## src/rtl/poe_seq_pkg.sv

```systemverilog
package poe_seq_pkg;

    typedef enum logic [1:0] {
        MD_SHUT = 2'b00,
        MD_MAN  = 2'b01,
        MD_SEMI = 2'b10,
        MD_AUTO = 2'b11
    } mode_e;

    typedef enum logic [2:0] {
        ST_IDLE   = 3'd0,
        ST_DETECT = 3'd1,
        ST_CLASS  = 3'd2,
        ST_HOLD   = 3'd3,
        ST_DELAY  = 3'd4,
        ST_ON     = 3'd5
    } pstate_e;

    function automatic int unsigned bits_for(input int unsigned v);
        return (v < 2) ? 1 : $clog2(v + 1);
    endfunction

    function automatic int unsigned max2(input int unsigned a, input int unsigned b);
        return (a > b) ? a : b;
    endfunction

endpackage

```

## src/rtl/poe_tick_gen.sv

```systemverilog
module poe_tick_gen #(
    parameter int unsigned PRESCALE = 1000
) (
    input  logic clk,
    input  logic rst_n,
    output logic tick
);
    localparam int unsigned CW = poe_seq_pkg::bits_for(PRESCALE);

    logic [CW-1:0] cnt_q;

    assign tick = (cnt_q == CW'(PRESCALE - 1));

    always_ff @(posedge clk) begin
        if (!rst_n)    cnt_q <= '0;
        else if (tick) cnt_q <= '0;
        else           cnt_q <= cnt_q + 1'b1;
    end

    AST_TICK_RANGE: assert property (@(posedge clk) disable iff (!rst_n)
        (cnt_q != CW'(PRESCALE - 1)) |=> (cnt_q == $past(cnt_q) + 1'b1));

endmodule

```

## src/rtl/poe_win_timer.sv

```systemverilog
module poe_win_timer #(
    parameter int unsigned W = 8
) (
    input  logic         clk,
    input  logic         rst_n,
    input  logic         tick,
    input  logic         run,
    input  logic         clr,
    input  logic [W-1:0] lim,
    output logic         done
);
    logic [W-1:0] cnt_q;

    always_ff @(posedge clk) begin
        if (!rst_n)                 cnt_q <= '0;
        else if (clr || !run)       cnt_q <= '0;
        else if (tick && cnt_q != lim) cnt_q <= cnt_q + 1'b1;
    end

    assign done = run && (cnt_q == lim);

    AST_TMR_STEP: assert property (@(posedge clk) disable iff (!rst_n)
        (run && !clr && !tick) |=> (cnt_q == $past(cnt_q)));

endmodule

```

## src/rtl/poe_port_fsm.sv

```systemverilog
module poe_port_fsm
    import poe_seq_pkg::*;
#(
    parameter int unsigned TW        = 8,
    parameter int unsigned DET_TICKS = 4,
    parameter int unsigned CLS_TICKS = 3,
    parameter int unsigned TON_TICKS = 5,
    parameter int unsigned OC_TICKS  = 6,
    parameter int unsigned DIS_TICKS = 4
) (
    input  logic       clk,
    input  logic       rst_n,
    input  logic       tick,
    input  logic [1:0] mode,
    input  logic       c_det,
    input  logic       c_cls,
    input  logic       c_pon,
    input  logic       c_poff,
    input  logic       fe_good,
    input  logic [2:0] fe_cls,
    input  logic       fe_oc,
    input  logic       fe_disc,
    output logic       gate,
    output logic [2:0] st_code,
    output logic       det_ok,
    output logic [2:0] cls_val,
    output logic       ev_det,
    output logic       ev_cls,
    output logic       ev_flt,
    output logic       ev_dis
);
    pstate_e st_q, st_d;
    mode_e   md;
    logic    det_q, det_d;
    logic [2:0] cls_q, cls_d;
    logic    e_det, e_cls, e_flt, e_dis;
    logic    ev_det_q, ev_cls_q, ev_flt_q, ev_dis_q;
    logic    st_chg;
    logic    ph_run, ph_done, oc_run, oc_done, dx_run, dx_done;
    logic [TW-1:0] ph_lim;

    assign md     = mode_e'(mode);
    assign st_chg = (st_d != st_q);
    assign ph_run = (st_q == ST_DETECT) || (st_q == ST_CLASS) || (st_q == ST_DELAY);
    assign oc_run = (st_q == ST_ON) && fe_oc;
    assign dx_run = (st_q == ST_ON) && fe_disc;

    always_comb begin
        case (st_q)
            ST_DETECT: ph_lim = TW'(DET_TICKS);
            ST_CLASS:  ph_lim = TW'(CLS_TICKS);
            default:   ph_lim = TW'(TON_TICKS);
        endcase
    end

    poe_win_timer #(.W(TW)) u_phase (
        .clk(clk), .rst_n(rst_n), .tick(tick), .run(ph_run), .clr(st_chg),
        .lim(ph_lim), .done(ph_done)
    );

    poe_win_timer #(.W(TW)) u_oc (
        .clk(clk), .rst_n(rst_n), .tick(tick), .run(oc_run), .clr(st_chg),
        .lim(TW'(OC_TICKS)), .done(oc_done)
    );

    poe_win_timer #(.W(TW)) u_disc (
        .clk(clk), .rst_n(rst_n), .tick(tick), .run(dx_run), .clr(st_chg),
        .lim(TW'(DIS_TICKS)), .done(dx_done)
    );

    // next-state and event decode
    always_comb begin
        st_d  = st_q;
        det_d = det_q;
        cls_d = cls_q;
        e_det = 1'b0;
        e_cls = 1'b0;
        e_flt = 1'b0;
        e_dis = 1'b0;
        if (md == MD_SHUT) begin
            st_d = ST_IDLE;
        end else if (c_poff) begin
            st_d = ST_IDLE;
        end else begin
            unique case (st_q)
                ST_IDLE: begin
                    if (c_pon && md != MD_AUTO)  st_d = ST_ON;
                    else if (md == MD_MAN) begin
                        if (c_det)      st_d = ST_DETECT;
                        else if (c_cls) st_d = ST_CLASS;
                    end else            st_d = ST_DETECT;
                end
                ST_DETECT: begin
                    if (ph_done) begin
                        e_det = 1'b1;
                        det_d = fe_good;
                        if (md == MD_MAN)  st_d = ST_HOLD;
                        else if (fe_good)  st_d = ST_CLASS;
                        else               st_d = ST_IDLE;
                    end
                end
                ST_CLASS: begin
                    if (ph_done) begin
                        e_cls = 1'b1;
                        cls_d = fe_cls;
                        st_d  = (md == MD_AUTO) ? ST_DELAY : ST_HOLD;
                    end
                end
                ST_HOLD: begin
                    if (md == MD_AUTO) st_d = ST_IDLE;
                    else if (c_pon)    st_d = ST_ON;
                    else if (c_det)    st_d = ST_DETECT;
                    else if (c_cls)    st_d = ST_CLASS;
                end
                ST_DELAY: begin
                    if (ph_done) st_d = ST_ON;
                end
                ST_ON: begin
                    if (oc_done) begin
                        e_flt = 1'b1;
                        st_d  = ST_IDLE;
                    end else if (dx_done) begin
                        e_dis = 1'b1;
                        st_d  = ST_IDLE;
                    end
                end
                default: st_d = ST_IDLE;
            endcase
        end
    end

    // state register
    always_ff @(posedge clk) begin
        if (!rst_n) begin
            st_q     <= ST_IDLE;
            det_q    <= 1'b0;
            cls_q    <= 3'd0;
            ev_det_q <= 1'b0;
            ev_cls_q <= 1'b0;
            ev_flt_q <= 1'b0;
            ev_dis_q <= 1'b0;
        end else begin
            st_q     <= st_d;
            det_q    <= det_d;
            cls_q    <= cls_d;
            ev_det_q <= e_det;
            ev_cls_q <= e_cls;
            ev_flt_q <= e_flt;
            ev_dis_q <= e_dis;
        end
    end

    // outputs
    always_comb begin
        gate    = (st_q == ST_ON);
        st_code = st_q;
        det_ok  = det_q;
        cls_val = cls_q;
        ev_det  = ev_det_q;
        ev_cls  = ev_cls_q;
        ev_flt  = ev_flt_q;
        ev_dis  = ev_dis_q;
    end

    AST_SHUT_FORCES_IDLE: assert property (@(posedge clk) disable iff (!rst_n)
        (md == MD_SHUT) |=> (st_q == ST_IDLE));
    AST_POFF_TURNS_OFF: assert property (@(posedge clk) disable iff (!rst_n)
        c_poff |=> (st_q == ST_IDLE));
    AST_DET_EV_SOURCE: assert property (@(posedge clk) disable iff (!rst_n)
        ev_det_q |-> ($past(st_q) == ST_DETECT));
    AST_CLS_EV_SOURCE: assert property (@(posedge clk) disable iff (!rst_n)
        ev_cls_q |-> ($past(st_q) == ST_CLASS));
    AST_FAULT_OFF: assert property (@(posedge clk) disable iff (!rst_n)
        ev_flt_q |-> (st_q == ST_IDLE && $past(fe_oc)));
    AST_DISC_OFF: assert property (@(posedge clk) disable iff (!rst_n)
        ev_dis_q |-> (st_q == ST_IDLE && $past(fe_disc)));
    AST_ON_ENTRY: assert property (@(posedge clk) disable iff (!rst_n)
        (st_q == ST_ON && $past(st_q) != ST_ON) |->
        ($past(st_q) == ST_DELAY || ($past(c_pon) && $past(md) != MD_AUTO)));

endmodule

```

## src/rtl/poe_quad_seq.sv

```systemverilog
module poe_quad_seq
    import poe_seq_pkg::*;
#(
    parameter int unsigned NPORTS    = 4,
    parameter int unsigned PRESCALE  = 1000,
    parameter int unsigned DET_TICKS = 170,
    parameter int unsigned CLS_TICKS = 12,
    parameter int unsigned TON_TICKS = 60,
    parameter int unsigned OC_TICKS  = 60,
    parameter int unsigned DIS_TICKS = 350
) (
    input  logic                  clk,
    input  logic                  rst_n,
    input  logic                  auto_strap,
    input  logic                  mode_wr,
    input  logic [2*NPORTS-1:0]   mode_wdata,
    input  logic [NPORTS-1:0]     cmd_det,
    input  logic [NPORTS-1:0]     cmd_cls,
    input  logic [NPORTS-1:0]     cmd_pon,
    input  logic [NPORTS-1:0]     cmd_poff,
    input  logic [NPORTS-1:0]     fe_det_good,
    input  logic [3*NPORTS-1:0]   fe_cls_code,
    input  logic [NPORTS-1:0]     fe_oc,
    input  logic [NPORTS-1:0]     fe_disc,
    output logic [2*NPORTS-1:0]   mode_q,
    output logic [NPORTS-1:0]     gate_en,
    output logic [3*NPORTS-1:0]   port_state,
    output logic [NPORTS-1:0]     det_ok,
    output logic [3*NPORTS-1:0]   cls_val,
    output logic [NPORTS-1:0]     ev_det,
    output logic [NPORTS-1:0]     ev_cls,
    output logic [NPORTS-1:0]     ev_fault,
    output logic [NPORTS-1:0]     ev_disc
);
    localparam int unsigned TMAX = max2(max2(max2(DET_TICKS, CLS_TICKS), max2(TON_TICKS, OC_TICKS)), DIS_TICKS);
    localparam int unsigned TW   = bits_for(TMAX);
    localparam int unsigned MW   = 2 * NPORTS;

    logic tick;

    always_ff @(posedge clk) begin
        if (!rst_n)       mode_q <= {MW{auto_strap}};
        else if (mode_wr) mode_q <= mode_wdata;
    end

    poe_tick_gen #(.PRESCALE(PRESCALE)) u_tick (
        .clk(clk), .rst_n(rst_n), .tick(tick)
    );

    for (genvar p = 0; p < NPORTS; p++) begin : g_port
        poe_port_fsm #(
            .TW(TW), .DET_TICKS(DET_TICKS), .CLS_TICKS(CLS_TICKS),
            .TON_TICKS(TON_TICKS), .OC_TICKS(OC_TICKS), .DIS_TICKS(DIS_TICKS)
        ) u_fsm (
            .clk(clk), .rst_n(rst_n), .tick(tick),
            .mode(mode_q[2*p +: 2]),
            .c_det(cmd_det[p]), .c_cls(cmd_cls[p]),
            .c_pon(cmd_pon[p]), .c_poff(cmd_poff[p]),
            .fe_good(fe_det_good[p]), .fe_cls(fe_cls_code[3*p +: 3]),
            .fe_oc(fe_oc[p]), .fe_disc(fe_disc[p]),
            .gate(gate_en[p]), .st_code(port_state[3*p +: 3]),
            .det_ok(det_ok[p]), .cls_val(cls_val[3*p +: 3]),
            .ev_det(ev_det[p]), .ev_cls(ev_cls[p]),
            .ev_flt(ev_fault[p]), .ev_dis(ev_disc[p])
        );
    end

    AST_MODE_STRAP_LOAD: assert property (@(posedge clk) disable iff (!rst_n)
        !$past(rst_n) |-> (mode_q == {MW{$past(auto_strap)}}));
    AST_MODE_KEEP: assert property (@(posedge clk) disable iff (!rst_n)
        !mode_wr |=> $stable(mode_q));

endmodule

```

## config.mk

```make
export PLATFORM = sky130hd
export DESIGN_NAME = poe_quad_seq
export DESIGN_NICKNAME = d
export VERILOG_FILES = /design/src/rtl/poe_seq_pkg.sv /design/src/rtl/poe_tick_gen.sv /design/src/rtl/poe_win_timer.sv /design/src/rtl/poe_port_fsm.sv /design/src/rtl/poe_quad_seq.sv
export SDC_FILE = /design/constraint.sdc
export NUM_CORES = 1
export LEC_CHECK = 0
export ABC_CLOCK_PERIOD_IN_PS = 10400
export BUFFER_PORTS_ARGS = -buffer_cell sky130_fd_sc_hd__buf_2
export CAP_MARGIN = 20
export CORE_ASPECT_RATIO = 1.25
export CORE_MARGIN = 2
export CORE_UTILIZATION = 34
export DETAILED_ROUTE_END_ITERATION = 7
export GPL_TIMING_DRIVEN = 1
export PLACE_DENSITY_LB_ADDON = 0.3
export SETUP_SLACK_MARGIN = 0.02
export SLEW_MARGIN = 5
export SYNTH_ARGS = -nofsm -noshare
export SYNTH_HDL_FRONTEND = slang
export SYNTH_HIERARCHICAL = 1
export SYNTH_SLANG_ARGS = --single-unit
```

## constraint.sdc

```tcl
create_clock -name clk -period 10.4 [get_ports clk]
set_clock_uncertainty 0.1 [all_clocks]
set_input_delay 1.04 -clock clk [delete_from_list [all_inputs] [get_ports clk]]
set_output_delay 1.04 -clock clk [all_outputs]
set_load 0.05 [all_outputs]
```

* Yosys cells after proc, flatten, opt, wreduce, memory -nomap -nowiden
Cells that the tools add are included.
** Storage, ports and cells
- Register bits :: 170
- Bits in latches :: 0
- Bits in writable memories :: 0
- ROM bits :: 0
- Input bits :: 52
- Output and inout port bits :: 56
- Logic and storage cells :: 337
- Memories :: 0
** Cells by class
- $add $sub $neg :: 13
- Multipliers :: 0
- Div/mod/pow operators :: 0
- $lt $le $gt $ge :: 0
- Equality and inequality tests :: 62
- Shifts and indexed selects :: 0
- Mux-type cells :: 86
- Bitwise gates (word level) :: 21
- Reductions and logical operators :: 113
** Operators with widths (number)
- 2-to-1 mux 3 bit :: 60
- adder 9 x 1 -> 9 bit, second input constant :: 12
- one-hot mux 3 bit (6 select lines) :: 4
- one-hot mux 8 bit (2 select lines) :: 4
- OR reduction 4 bit :: 12
- equality test 9 x 6 -> 1 bit, second input constant :: 4
- equality test 9 bit :: 4
- equality test 9 bit, second input constant :: 4
- logical AND 1 bit :: 36
- != test 9 x 6 -> 1 bit, second input constant :: 4
- != test 9 bit :: 4
- != test 9 bit, second input constant :: 4
- AND reduction 4 bit :: 8
- OR reduction 2 bit :: 13
- equality test 3 x 2 -> 1 bit, second input constant :: 8
- equality test 3 bit, second input constant :: 8
- inverter 1 bit :: 21
- logical OR 1 bit :: 20
- OR reduction 5 bit :: 4
- 2-to-1 mux 8 bit :: 2
- equality test 3 x 1 -> 1 bit, second input constant :: 4
- zero test 1 bit :: 12
- zero test 3 bit :: 4
- 2-to-1 mux 1 bit :: 12
- 9 further kinds :: 27

* Logic depth before layout (Yosys ltp)
Gate-level depths: netlist (run 1).
- Depth after elaboration :: 11
- Mapped depth :: 16
- Mapped depth without buffers :: 15

* By module
The synthesis (run 1) kept the hierarchy.
** Modules (own cells, without submodules)
- poe_win_timer :: times used 12, cells an instance 63, area an instance 553.0 µm², sequential area each 180.2 µm²
- poe_port_fsm :: times used 4, cells an instance 103, area an instance 773.2 µm², sequential area each 220.2 µm²
- poe_tick_gen :: times used 1, cells an instance 54, area an instance 478.0 µm², sequential area each 200.2 µm²
- poe_quad_seq :: times used 1, cells an instance 18, area an instance 377.9 µm², sequential area each 240.2 µm²

* Least setup slack after synthesis (run 1)
OpenSTA, ideal clock, no wires.
- Kind :: register to register
- Start point :: register u_tick.cnt_q[0]
- End point :: register g_port[0].u_fsm.u_phase.cnt_q[3]
- Setup time :: 72 ps
- Arrival time :: 4511 ps
- Data required time :: 10228 ps
- Setup slack :: 5717 ps
- Stages on the path, launching flop included :: 7
- Path buffers :: 0
- Period minus slack after synthesis :: 4683 ps
- Cell sequence :: dfxtp_1 ha_1 nand4bb_1 nor3_1 o31ai_4 or3_1 a21oi_1
** Between the ends
- Longest elaborated chain between the ends :: 2
** Ends and longest elaborated chain
- start: declaration :: RTL line poe_tick_gen.sv:10 : logic [CW-1:0] cnt_q;
- start signal: assignment :: RTL line poe_tick_gen.sv:17 : else cnt_q <= cnt_q + 1'b1;
- equality test 10 bit :: RTL line poe_tick_gen.sv:12 : assign tick = (cnt_q == CW'(PRESCALE - 1));
- net tick :: RTL line poe_quad_seq.sv:39 : logic tick;
- logical AND 1 bit :: RTL line poe_win_timer.sv:17 : else if (tick && cnt_q != lim) cnt_q <= cnt_q + 1'b1;
- end signal: assignment :: RTL line poe_win_timer.sv:17
- end: declaration :: RTL line poe_win_timer.sv:12 : logic [W-1:0] cnt_q;
The timed path passes the listed nets, and every way through them passes these cells.
A chain may end at the register's enable or synchronous reset.

* Worst setup path in the final report (run 1)
- Start point :: register g_port[1].u_fsm.st_q[0]
- End point :: register g_port[1].u_fsm.u_phase.cnt_q[3]
** Between the ends
- Longest elaborated chain between the ends :: 11
- Elaborated cells between the ends (all ways) :: 35
- Those cells by class :: 8 x eq/ne; 15 x mux; 12 x reduce/logical
** Ends and longest elaborated chain
- start: declaration :: RTL line poe_port_fsm.sv:32 : pstate_e st_q, st_d;
- start signal: assignment :: RTL line poe_port_fsm.sv:143 : st_q <= st_d;
- equality test 3 x 2 -> 1 bit / equality test 3 x 1 -> 1 bit (equally long branches) :: RTL line poe_port_fsm.sv:49 : case (st_q)
- one-hot mux 8 bit (2 select lines) * :: RTL line poe_port_fsm.sv:49
- net g_port[1].u_fsm.ph_lim[2] :: RTL line poe_port_fsm.sv:40 : logic [TW-1:0] ph_lim;
- equality test 9 bit * :: RTL line poe_win_timer.sv:20 : assign done = run && (cnt_q == lim);
- logical AND 1 bit * :: RTL line poe_win_timer.sv:20
- net g_port[1].u_fsm.ph_done :: RTL line poe_port_fsm.sv:39 : logic ph_run, ph_done, oc_run, oc_done, dx_run, dx_done;
- 2-to-1 mux 3 bit (on tied branches) :: RTL line poe_port_fsm.sv:116, poe_port_fsm.sv:94, poe_port_fsm.sv:103
- one-hot mux 3 bit (6 select lines) * :: RTL line poe_port_fsm.sv:85 : unique case (st_q)
- 2-to-1 mux 3 bit * :: RTL line poe_port_fsm.sv:82 : end else if (c_poff) begin
- 2-to-1 mux 3 bit * :: RTL line poe_port_fsm.sv:80 : if (md == MD_SHUT) begin
- != test 3 bit * :: RTL line poe_port_fsm.sv:43 : assign st_chg = (st_d != st_q);
- net g_port[1].u_fsm.st_chg :: RTL line poe_port_fsm.sv:38 : logic st_chg;
- logical OR 1 bit * :: RTL line poe_win_timer.sv:16 : else if (clr || !run) cnt_q <= '0;
- OR reduction 2 bit (no line) *
- end signal: assignment :: RTL line poe_win_timer.sv:17
- end: declaration :: RTL line poe_win_timer.sv:12
The timed path passes the listed nets; every way through them passes the cells marked *.

==> results_dict.tcl, run 1 <==
set metrics [dict create \
    drt_pre_antenna_iters 6 \
    sum_of_negative_setup_slack_ps 0 \
    cts_setup_buffers 0 \
    yosys.area_share.xor_xnor_pct 11.2 \
    worst-path-max-fanout 16 \
    htree_num_levels 4 \
    dr.first_iter.drc_count 416 \
    synth_commonest_cells "sky130_fd_sc_hd__dfxtp_1 (162), sky130_fd_sc_hd__xnor2_1 (121), sky130_fd_sc_hd__o21ai_0 (102)" \
    design.final.nets 1500 \
    post-dp-hpwl_um 18000 \
    worst_r2r_startpoint "g_port[1].u_fsm/st_code[0]" \
    num_io_pins 108 \
    setup_repair_after_global_routing_missed_its_margin "no" \
    place.detailed.instances 1823 \
    maxCapViolCount 0 \
    drive_above_1_share_pct 17.1 \
    ctsHoldBuffers 0 \
    slew_headroom_pct 40.5 \
    path_cells "nand2_1, inv_2, nor2_1, xnor2_1, nand3_2, nor4_1, inv_1, o21ai_0, a2bb2oi_1, o211ai_1, o2111ai_1, nand3b_1, a21oi_1" \
    cts_buffer_depth 2 \
    crit_type "flop to flop" \
    synthesis.instances 1240 \
    post_synthesis_compound_gate_area_fraction_pct 19.6 \
    period_needed_ps 4430 \
    tightestPinTransition_ps 884 \
    synth_top_cell_area_share_pct 30.6 \
    layout-area-overhead-vs-synth_pct 17.6 \
    min_path_cells 1 \
    synthArstFlopShare_pct 0 \
    synth-adder-area-share_pct 1.54 \
    synth_simple_gate_area_share_pct 28.9 \
    synth_top_cell_by_area "sky130_fd_sc_hd__dfxtp_1" \
    cts_buffers 17 \
    finalHoldWorstSlack_ps 364 \
    p_leak_nw 4.42 \
    setup_viol 0 \
    grt_first_pass_wirelength_um 41200 \
    initial_utilization_pct 34.4 \
    maximum_cell_stage_delay_along_the_critical_path_ps 800 \
    outcome "completed" \
    post_synth_num_cell_types 56 \
    insertedDiodeCount 0 \
    die-height_um 201 \
    netlist_area_um2 10600 \
    routed_length_per_placed_instance_um 13.0 \
    min_to "u_tick/cnt_q[0]" \
    drt-vias-per-instance 4.97 \
    multiInputGateArea_um2 7090 \
    irDropWorstVdd_v 0.0000716 \
    critical_path.startpoint_type "flop" \
    most_instantiated_library_cell_after_synthesis "sky130_fd_sc_hd__dfxtp_1" \
    clk-insertion-delay-late_ps 430 \
    initial_antenna_violation_count 1 \
    cts.sinks 170 \
    worst_reg2reg_endpoint "g_port[1].u_fsm/u_phase/cnt_q[3]" \
    area.sequential_um2 3480 \
    core_area_um2 30800 \
    stdcell_count 1855 \
    drc_errors 0 \
    main_combinational_cell_family_by_area_after_synthesis "simple AND/OR/NAND/NOR gates" \
    critPathRequiredTime_ps 10650 \
    timing.hold.worst.class "flop to flop" \
    grt_max_degree 52 \
    fillers 3186 \
    cellPowerDensity_nw_per_um2 120 \
    portBuffers 107 \
    clk_root_buffer_cell "sky130_fd_sc_hd__clkbuf_16" \
    globalRouteOverflowTotal 0 \
    detail-route-antenna-nets 0 \
    critical_path_arrival_ps 4680 \
    die_w_um 162 \
    cpMaxStageDelayCell "sky130_fd_sc_hd__nor4_1" \
    syn-mean-instance-area_um2 8.54 \
    clk_pin_slew_worst_paths_ps 70 \
    hold_path.startpoint "u_tick/cnt_q[0]" \
    num_vias 9221 \
    die_area_um2 32600 \
    maxSlewViolCount 0 \
    placement_rows 72 \
    finalHoldViolCount 0 \
    synth.ff_latch_count 170 \
    synth-seq-area-share_pct 32.9 \
    groute.usage.overall_pct 15.1 \
    synth_warnings 6 \
    tritoncts_clock_tree "built" \
    timing.reg2reg.worst_path_depth 13 \
    synth-main-ff-cell "sky130_fd_sc_hd__dfxtp_1" \
    maxClockFrequency_mhz 226 \
    critical_path.endpoint_type "flop" \
    first_global_vias 8762 \
    place.gp.congestion 0.849 \
    ctsResizeCount 0 \
    synth-edff-count 8 \
    period_share_pct 42.6 \
    routed_wl_um 24200 \
    muxShareOfSynthArea_pct 2.65 \
    synth_area_leaders "sky130_fd_sc_hd__dfxtp_1 (31%), sky130_fd_sc_hd__xnor2_1 (10%), sky130_fd_sc_hd__o21ai_0 (4.8%)" \
    worst-r2r-setup-slack_ps 5970 \
]
-- worst max-delay path by stage --
stage                                     from                          endpoint  slack, ps  cells after the start
floorplan                      u_tick/cnt_q[0]  g_port[0].u_fsm/u_phase/cnt_q[3]       5720                      6
global placement    g_port[1].u_fsm/st_code[0]  g_port[1].u_fsm/u_phase/cnt_q[3]       6080                     13
detailed placement  g_port[1].u_fsm/st_code[0]  g_port[1].u_fsm/u_phase/cnt_q[3]       6050                     13
CTS                 g_port[1].u_fsm/st_code[0]  g_port[1].u_fsm/u_phase/cnt_q[3]       5990                     13
global route        g_port[0].u_fsm/st_code[0]  g_port[0].u_fsm/u_phase/cnt_q[1]       5470                     14
finish              g_port[1].u_fsm/st_code[0]  g_port[1].u_fsm/u_phase/cnt_q[3]       5970                     13
-- cells in the final DEF (no fill, tap or decap), types with 29 or more instances in the layout --
master                    instances
sky130_fd_sc_hd__nand2_1         79
sky130_fd_sc_hd__nand3_1         67
sky130_fd_sc_hd__a21oi_1         90
sky130_fd_sc_hd__xnor2_1        121
sky130_fd_sc_hd__conb_1          88
sky130_fd_sc_hd__or3_1           74
sky130_fd_sc_hd__dfxtp_1        162
sky130_fd_sc_hd__and2_1          29
sky130_fd_sc_hd__inv_1           53
sky130_fd_sc_hd__o21ai_0        102
sky130_fd_sc_hd__buf_2          107
sky130_fd_sc_hd__nor2_1         101
-- state kept, by name, summed over array words and instances (netlist names) --
register and cells:
g_port.u_fsm/u_disc/cnt_q 36, g_port.u_fsm/u_oc/cnt_q 36, g_port.u_fsm/u_phase/cnt_q 36, g_port.u_fsm/cls_val 12, g_port.u_fsm/st_code 12, u_tick/cnt_q 10
mode_q 8, g_port.u_fsm/det_ok 4, g_port.u_fsm/ev_cls 4, g_port.u_fsm/ev_det 4, g_port.u_fsm/ev_dis 4, g_port.u_fsm/ev_flt 4
-- where the power goes --
part | internal [mW] | leakage (nW) | switching, mW
registers | 0.664 | 1.39 | 0.0205
logic | 0.0626 | 2.75 | 0.106
clock network | 0.361 | 0.282 | 0.276
-- worst max-delay path, delay by kind of cell (launching register included) --
kind | cells | cell delay (ps)
and+or+nand+nor | 5 | 1780
AOI/OAI and AO/OA | 5 | 1160
xor gates and xnor gates | 1 | 170
DFF | 1 | 720
buffers and inverters | 2 | 410
-- stage by stage --
stage	utilization [%]	instance area, µm²	total power [mW]	setup slack, ps
floorplan	-	10900	0.822	5720
global placement	38.5	11900	0.866	6080
detailed placement	38.5	11900	0.867	6050
CTS	40.4	12400	1.51	5990
global route	40.4	12400	1.56	5470
finish	40.4	12400	1.49	5970
-- kinds of logic (layout without fill, tap and decap cells) --
group	Yosys count	after routing
simple gates	533	533
other cells	8	88
compound gates	283	283
flops	170	170
xor+xnor	135	135
fa+ha+maj	13	13
buf+inv	74	202
mux	24	24
-- metal layers --
metal / GRT usage, % / share of wire (%)
met1: 18.5 / 45
met2: 25.9 / 49
met3: 2.95 / 4.2
met4: 5.94 / 2.1
met5: 0 / 0.054
-- final cells by class --
cell class,count,area share [%]
inverters,61,1.84
multi-input cells,1076,57.0
clock buffers,18,3.53
repair buffers,109,4.42
flip-flops and latches,170,28.0
clock inverters,14,1.17
well taps,407,4.09
No activity file was read; power rests on OpenSTA's default activity.
==> run 2, diff against run 1 <==
--- a/config.mk
+++ b/config.mk
@@ -5,7 +5,7 @@
 export SDC_FILE = /design/constraint.sdc
 export NUM_CORES = 1
 export LEC_CHECK = 0
-export ABC_CLOCK_PERIOD_IN_PS = 10400
+export ABC_CLOCK_PERIOD_IN_PS = 4300
 export BUFFER_PORTS_ARGS = -buffer_cell sky130_fd_sc_hd__buf_2
 export CAP_MARGIN = 20
 export CORE_ASPECT_RATIO = 1.25
==> constraint.sdc (replaced) <==
create_clock -name clk -period 4.3 [get_ports clk]
set_clock_uncertainty 0.1 [all_clocks]
set_input_delay 0.43 -clock clk [delete_from_list [all_inputs] [get_ports clk]]
set_output_delay 0.43 -clock clk [all_outputs]
set_load 0.05 [all_outputs]
==> run 2 against run 1 <==
Register-to-register slack worse by 5500 ps. Design area up 0.91%. Critical endpoint is now g_port[1].u_fsm/u_oc/cnt_q[1]. Die area unchanged. Critical path type unchanged. Critical path depth up 3. Non-clock buffer count up 11. Clock-buffer cell count unchanged. Core utilization up 0.37 points. Via count up 0.77%. Final cell count up 0.59%. Total power up 150%. Sequential power up 140%.
==> results_dict.tcl, run 2 (synthesized netlist as in run 1, its figures left out) <==
set metrics [dict create \
    outcome "completed" \
    drt_pre_antenna_iters 5 \
    crit_type "flop to flop" \
    power.share.combinational_pct 11.6 \
    place.gp.congestion 0.847 \
    stdcell_count 1866 \
    worst_r2r_startpoint "g_port[1].u_fsm/st_code[2]" \
    cts_buffer_depth 2 \
    htree_num_levels 4 \
    setup_viol 0 \
    cellPowerDensity_nw_per_um2 293 \
    slew_headroom_pct 48.3 \
    drt-vias-per-instance 4.98 \
    min_path_cells 3 \
    maxSlewViolCount 0 \
    clk_root_buffer_cell "sky130_fd_sc_hd__clkbuf_16" \
    period_needed_ps 3820 \
    fillers 3138 \
    worst_reg2reg_endpoint "g_port[1].u_fsm/u_oc/cnt_q[1]" \
    netSwitchingFraction_pct 26.9 \
    clk_pin_slew_worst_paths_ps 70 \
    globalRouteOverflowTotal 0 \
    num_io_pins 108 \
    maxCapViolCount 0 \
    layout.cells.most_common "sky130_fd_sc_hd__dfxtp_1" \
    portBuffers 107 \
    startpoint "g_port[1].u_fsm/st_code[2]" \
    routed_wl_um 24900 \
    cts_buffers 17 \
    groute.usage.overall_pct 15.5 \
    final_core_utilization_pct 40.8 \
    drc_errors 0 \
    hold_path.startpoint "fe_cls_code[10]" \
    dr.first_iter.drc_count 558 \
    die-height_um 201 \
    num_vias 9292 \
    maxClockFrequency_mhz 262 \
    total_switching_power_uw 989 \
    critPathRequiredTime_ps 4550 \
    ctsHoldBuffers 0 \
    tightestPinTransition_ps 769 \
    cts.sinks 170 \
    clk-insertion-delay-late_ps 430 \
    reg.largest.list "g_port.u_fsm/u_disc/cnt_q x36, g_port.u_fsm/u_oc/cnt_q x36, g_port.u_fsm/u_phase/cnt_q x36" \
    min_to "g_port[3].u_fsm/cls_val[1]" \
    finalHoldWorstSlack_ps 129 \
    initial_antenna_violation_count 0 \
    layout-area-overhead-vs-synth_pct 18.6 \
    p_leak_nw 4.50 \
    most_frequent_cells_in_the_layout "sky130_fd_sc_hd__dfxtp_1 (160), sky130_fd_sc_hd__xnor2_1 (121), sky130_fd_sc_hd__buf_2 (107)" \
    worst-r2r-setup-slack_ps 480 \
    finalHoldViolCount 0 \
    sum_of_negative_setup_slack_ps 0 \
    insertedDiodeCount 0 \
    post-dp-hpwl_um 18700 \
    period_share_pct 88.9 \
    critical_path.startpoint_type "flop" \
    grt_max_degree 27 \
    timing.hold.worst.class "input pin to flop" \
    die_area_um2 32600 \
    die_w_um 162 \
    worst-path-max-fanout 14 \
    design.final.nets 1511 \
    critical_path_arrival_ps 4080 \
    routed_length_per_placed_instance_um 13.4 \
    power_frac_seq_pct 44.6 \
    detail-route-antenna-nets 0 \
    irDropWorstVdd_v 0.000225 \
    drive_above_1_share_pct 17.8 \
    placement_rows 72 \
    tritoncts_clock_tree "built" \
    setup_repair_after_global_routing_missed_its_margin "no" \
    critical_path.endpoint_type "flop" \
    intPower_mw 2.69 \
    cts_setup_buffers 0 \
    timing.reg2reg.worst_path_depth 16 \
    place.detailed.instances 1834 \
    grt_first_pass_wirelength_um 41900 \
    core_area_um2 30800 \
    initial_utilization_pct 34.4 \
    clockPowerShare_pct 43.8 \
    first_global_vias 8872 \
]
run 2: cell types whose count changed in the layout (fill, tap and decap cells not counted):
| cell | delta |
|---|---|
| sky130_fd_sc_hd__nor3_4 | +1 |
| sky130_fd_sc_hd__buf_4 | +11 |
| sky130_fd_sc_hd__bufinv_16 | +1 |
| sky130_fd_sc_hd__clkinv_2 | -1 |
| sky130_fd_sc_hd__dfxtp_1 | -2 |
| sky130_fd_sc_hd__clkinv_4 | -2 |
| sky130_fd_sc_hd__dfxtp_2 | +2 |
| sky130_fd_sc_hd__clkinvlp_4 | +2 |
| sky130_fd_sc_hd__nor3_2 | -1 |
run 2: final cells by class:
cell class                      count  area, µm²  share of cell area, %
Timing Repair Buffer              120        633                   5.04
Inverter                           61        229                   1.82
Multi-Input combinational cell   1076       7090                   56.5
Sequential cell                   170       3490                   27.8
Tap cell                          407        509                   4.06
Clock buffer                       18        439                   3.50
Clock inverter                     14        168                   1.34
run 2: per-layer routing:
layer  vias to the layer above  global-route usage (%)  wire length (µm)
met4                         0                    5.82               512
li1                       4805                       -                 -
met5                         -                       0                 0
met3                        31                    2.74               954
met1                      4286                    19.3             11200
met2                       170                    26.5             12200
run 2: critical path, stage by stage (launching register included):
cell and delay (ps):
sky130_fd_sc_hd__dfxtp_1 660, sky130_fd_sc_hd__nor2_1 100, sky130_fd_sc_hd__nand2_1 170, sky130_fd_sc_hd__inv_2 80
sky130_fd_sc_hd__nor2_1 140, sky130_fd_sc_hd__xnor2_1 150, sky130_fd_sc_hd__nand3_2 150, sky130_fd_sc_hd__nor4_1 310
sky130_fd_sc_hd__buf_4 190, sky130_fd_sc_hd__inv_1 80, sky130_fd_sc_hd__o21ai_0 270, sky130_fd_sc_hd__a2bb2oi_1 130
sky130_fd_sc_hd__o211ai_1 200, sky130_fd_sc_hd__o2111ai_1 310, sky130_fd_sc_hd__nor3b_1 440, sky130_fd_sc_hd__nand2_1 120
sky130_fd_sc_hd__o21ai_0 150
run 2: how the worst max path moves through the flow:
stage | end | slack, ps | cells past startpoint
after floorplan | g_port[0].u_fsm/u_disc/cnt_q[1] | 580 | 15
after global placement | g_port[3].u_fsm/u_oc/cnt_q[7] | 440 | 15
after detailed placement | g_port[3].u_fsm/u_phase/cnt_q[6] | 420 | 15
after CTS | g_port[3].u_fsm/u_phase/cnt_q[6] | 390 | 15
after global routing | g_port[3].u_fsm/u_disc/cnt_q[7] | 50 | 14
final | g_port[1].u_fsm/u_oc/cnt_q[1] | 480 | 16
run 2: stage by stage:
stage	area, µm²	power [mW]	worst slack, ps
final	12600	3.68	476
after global routing	12600	3.85	45.7
after CTS	12600	3.74	390
after detailed placement	11900	2.10	415
after global placement	11900	2.10	443
after floorplan	10900	1.99	576
run 2: power groups by stage:
stage | logic [mW] | clock network, mW | registers, mW
5_1_grt | 0.469 | 1.74 | 1.65
2_1_floorplan | 0.276 | 0 | 1.71
3_3_place_gp | 0.422 | 0 | 1.68
6_report | 0.427 | 1.61 | 1.64
3_5_place_dp | 0.425 | 0 | 1.68
4_1_cts | 0.427 | 1.67 | 1.64
run 2: what timing repair did:
item / in CTS / in global routing
resized for setup: 0 / 2
endpoints found under the hold margin: 0 / 0
setup endpoints to repair: 0 / 11
==> run 3, diff against run 2 <==
--- a/config.mk
+++ b/config.mk
@@ -5,8 +5,8 @@
 export SDC_FILE = /design/constraint.sdc
 export NUM_CORES = 1
 export LEC_CHECK = 0
-export ABC_CLOCK_PERIOD_IN_PS = 4300
-export BUFFER_PORTS_ARGS = -buffer_cell sky130_fd_sc_hd__buf_2
+export ABC_CLOCK_PERIOD_IN_PS = 3500
+export BUFFER_PORTS_ARGS = -buffer_cell sky130_fd_sc_hd__clkbuf_2
 export CAP_MARGIN = 20
 export CORE_ASPECT_RATIO = 1.25
 export CORE_MARGIN = 2
==> constraint.sdc (replaced) <==
create_clock -name clk -period 3.5 [get_ports clk]
set_clock_uncertainty 0.1 [all_clocks]
set_input_delay 0.35 -clock clk [delete_from_list [all_inputs] [get_ports clk]]
set_output_delay 0.35 -clock clk [all_outputs]
set_load 0.05 [all_outputs]
==> run 3 against run 2 <==
Wire length up 2.6%. Sequential power up 23%. Largest cell class unchanged. Fmax up 17%. Non-clock buffer count up 38. Critical path type unchanged. Flip-flop and latch count unchanged. Highest routed layer unchanged. Register-to-register slack worse by 240 ps. Clock power up 24%. Worst hold slack worse by 85 ps.
==> results_dict.tcl, run 3 (synthesized netlist as in run 1, its figures left out) <==
set metrics [dict create \
    post_route_cell_area_um2 13100 \
    detail-route-antenna-nets 0 \
    design.final.nets 1549 \
    insertedDiodeCount 0 \
    layout-area-overhead-vs-synth_pct 23.4 \
    routed_wl_um 25600 \
    most_frequent_cells_in_the_layout "sky130_fd_sc_hd__dfxtp_1 (151), sky130_fd_sc_hd__xnor2_1 (121), sky130_fd_sc_hd__clkbuf_2 (107)" \
    maxCapViolCount 0 \
    place.gp.congestion 0.878 \
    worst_slack_ps 233 \
    timing.reg2reg.worst_path_depth 13 \
    grtUsageMet3_pct 2.72 \
    final_core_utilization_pct 42.4 \
    place.detailed.instances 1857 \
    die_w_um 162 \
    p_leak_nw 4.71 \
    reg.largest.list "g_port.u_fsm/u_disc/cnt_q x36, g_port.u_fsm/u_oc/cnt_q x36, g_port.u_fsm/u_phase/cnt_q x36" \
    clk_root_buffer_cell "sky130_fd_sc_hd__clkbuf_16" \
    period_needed_ps 3270 \
    critPathRequiredTime_ps 3760 \
    initial_antenna_violation_count 0 \
    multiInputGateArea_um2 7270 \
    worst_r2r_startpoint "g_port[3].u_fsm/st_code[2]" \
    cellPowerDensity_nw_per_um2 351 \
    timing.hold.worst.class "input pin to flop" \
    maxClockFrequency_mhz 306 \
    crit_type "flop to flop" \
    htree_num_levels 4 \
    finalHoldViolCount 0 \
    drt-vias-per-instance 5.03 \
    slew_headroom_pct 52.6 \
    fillers 3109 \
    pre_cts_ws_ps 28.5 \
    grt_first_pass_wirelength_um 42400 \
    cts.sinks 170 \
    worst-path-max-fanout 14 \
    worst-r2r-setup-slack_ps 230 \
    hold_path.startpoint "fe_cls_code[7]" \
    dpl-instance-area_um2 12200 \
    ctsHoldBuffers 0 \
    critical_path_arrival_ps 3520 \
    cts_buffer_depth 2 \
    clk_pin_slew_worst_paths_ps 70 \
    tritoncts_clock_tree "built" \
    core_area_um2 30800 \
    drt_pre_antenna_iters 6 \
    gr-usage-met2_pct 28.1 \
    post-dp-hpwl_um 19100 \
    die-height_um 201 \
    worst_reg2reg_endpoint "g_port[3].u_fsm/u_phase/cnt_q[6]" \
    routed_length_per_placed_instance_um 13.4 \
    min_to "g_port[2].u_fsm/cls_val[1]" \
    critical_path.endpoint_type "flop" \
    setup_viol 0 \
    num_io_pins 108 \
    tightestPinTransition_ps 708 \
    layout.cells.most_common "sky130_fd_sc_hd__dfxtp_1" \
    portBuffers 107 \
    drive_above_1_share_pct 22.4 \
    min_path_cells 3 \
    num_vias 9568 \
    critical_path.startpoint_type "flop" \
    initial_utilization_pct 34.4 \
    sum_of_negative_setup_slack_ps 0 \
    dr.first_iter.drc_count 598 \
    area.sequential_um2 3500 \
    grt_util_met1_pct 18.5 \
    top_usage_layer "met2" \
    period_share_pct 93.3 \
    groute.usage.overall_pct 15.6 \
    irDropWorstVdd_v 0.000238 \
    first_global_vias 9078 \
    globalRouteOverflowTotal 0 \
    grt_max_degree 25 \
    placement_rows 72 \
    outcome "completed" \
    die_area_um2 32600 \
    maxSlewViolCount 0 \
    clk-insertion-delay-late_ps 430 \
    stdcell_count 1904 \
    cts_buffers 17 \
    drc_errors 0 \
]
==> run 3: final cells by class <==
type                            instances  area share [%]
Clock buffer                           22            3.78
Clock inverter                         10           0.986
Inverter                               61            1.75
Multi-Input combinational cell       1076            55.7
Sequential cell                       170            26.8
Tap cell                              407            3.90
Timing Repair Buffer                  158            7.13
==> run 3: metal layers <==
metal	up-vias	wire length [µm]
li1	4867	-
met1	4476	11500
met2	189	12700
met3	36	860
met4	0	433
met5	-	0
==> run 3: worst max-delay path, cell delays in order (launching register included) <==
cell                        delay (ps)
sky130_fd_sc_hd__dfxtp_4           410
sky130_fd_sc_hd__nand2b_1          230
sky130_fd_sc_hd__nor2_2            180
sky130_fd_sc_hd__nor2_1             80
sky130_fd_sc_hd__xnor2_1           160
sky130_fd_sc_hd__nand3_2           120
sky130_fd_sc_hd__nor4_4            340
sky130_fd_sc_hd__inv_1             160
sky130_fd_sc_hd__a221oi_2          300
sky130_fd_sc_hd__nor2_1             90
sky130_fd_sc_hd__o211ai_2          190
sky130_fd_sc_hd__o2111ai_2         230
sky130_fd_sc_hd__nand3b_1          400
sky130_fd_sc_hd__a21oi_1           200
==> run 3: how the worst max path moves through the flow <==
| stage | start | to | cells after the start |
|---|---|---|---|
| 2_1_floorplan | g_port[0].u_fsm/st_code[1] | g_port[0].u_fsm/u_disc/cnt_q[1] | 16 |
| 4_1_cts | g_port[2].u_fsm/st_code[1] | g_port[2].u_fsm/u_phase/cnt_q[1] | 15 |
| 5_1_grt | g_port[3].u_fsm/st_code[2] | g_port[3].u_fsm/u_phase/cnt_q[6] | 13 |
| 3_5_place_dp | g_port[2].u_fsm/st_code[1] | g_port[2].u_fsm/u_phase/cnt_q[1] | 15 |
| 6_report | g_port[3].u_fsm/st_code[2] | g_port[3].u_fsm/u_phase/cnt_q[6] | 13 |
| 3_3_place_gp | g_port[2].u_fsm/st_code[1] | g_port[2].u_fsm/u_phase/cnt_q[1] | 15 |
==> run 3: what timing repair did <==
| action | 4_1_cts | 5_1_grt |
|---|---|---|
| setup buffers | 3 | 12 |
| endpoints found under the setup margin | 3 | 108 |
| gates resized for setup | 0 | 38 |
| pin swaps | 0 | 7 |
==> run 3: power by group <==
| part | leakage, nW | switching (mW) | internal [mW] | total (mW) |
|---|---|---|---|---|
| clock | 0.304 | 0.827 | 1.16 | 1.99 |
| combinational | 3.01 | 0.360 | 0.214 | 0.574 |
| sequential | 1.39 | 0.0443 | 1.97 | 2.02 |
| total | 4.71 | 1.23 | 3.35 | 4.58 |
==> run 3: through the flow <==
step | hold WS [ps] | power (mW)
final | 44.5 | 4.58
after global routing | 44.3 | 4.79
after CTS | 17.0 | 4.64
after detailed placement | 354 | 2.60
after global placement | 342 | 2.60
after floorplan | 329 | 2.45
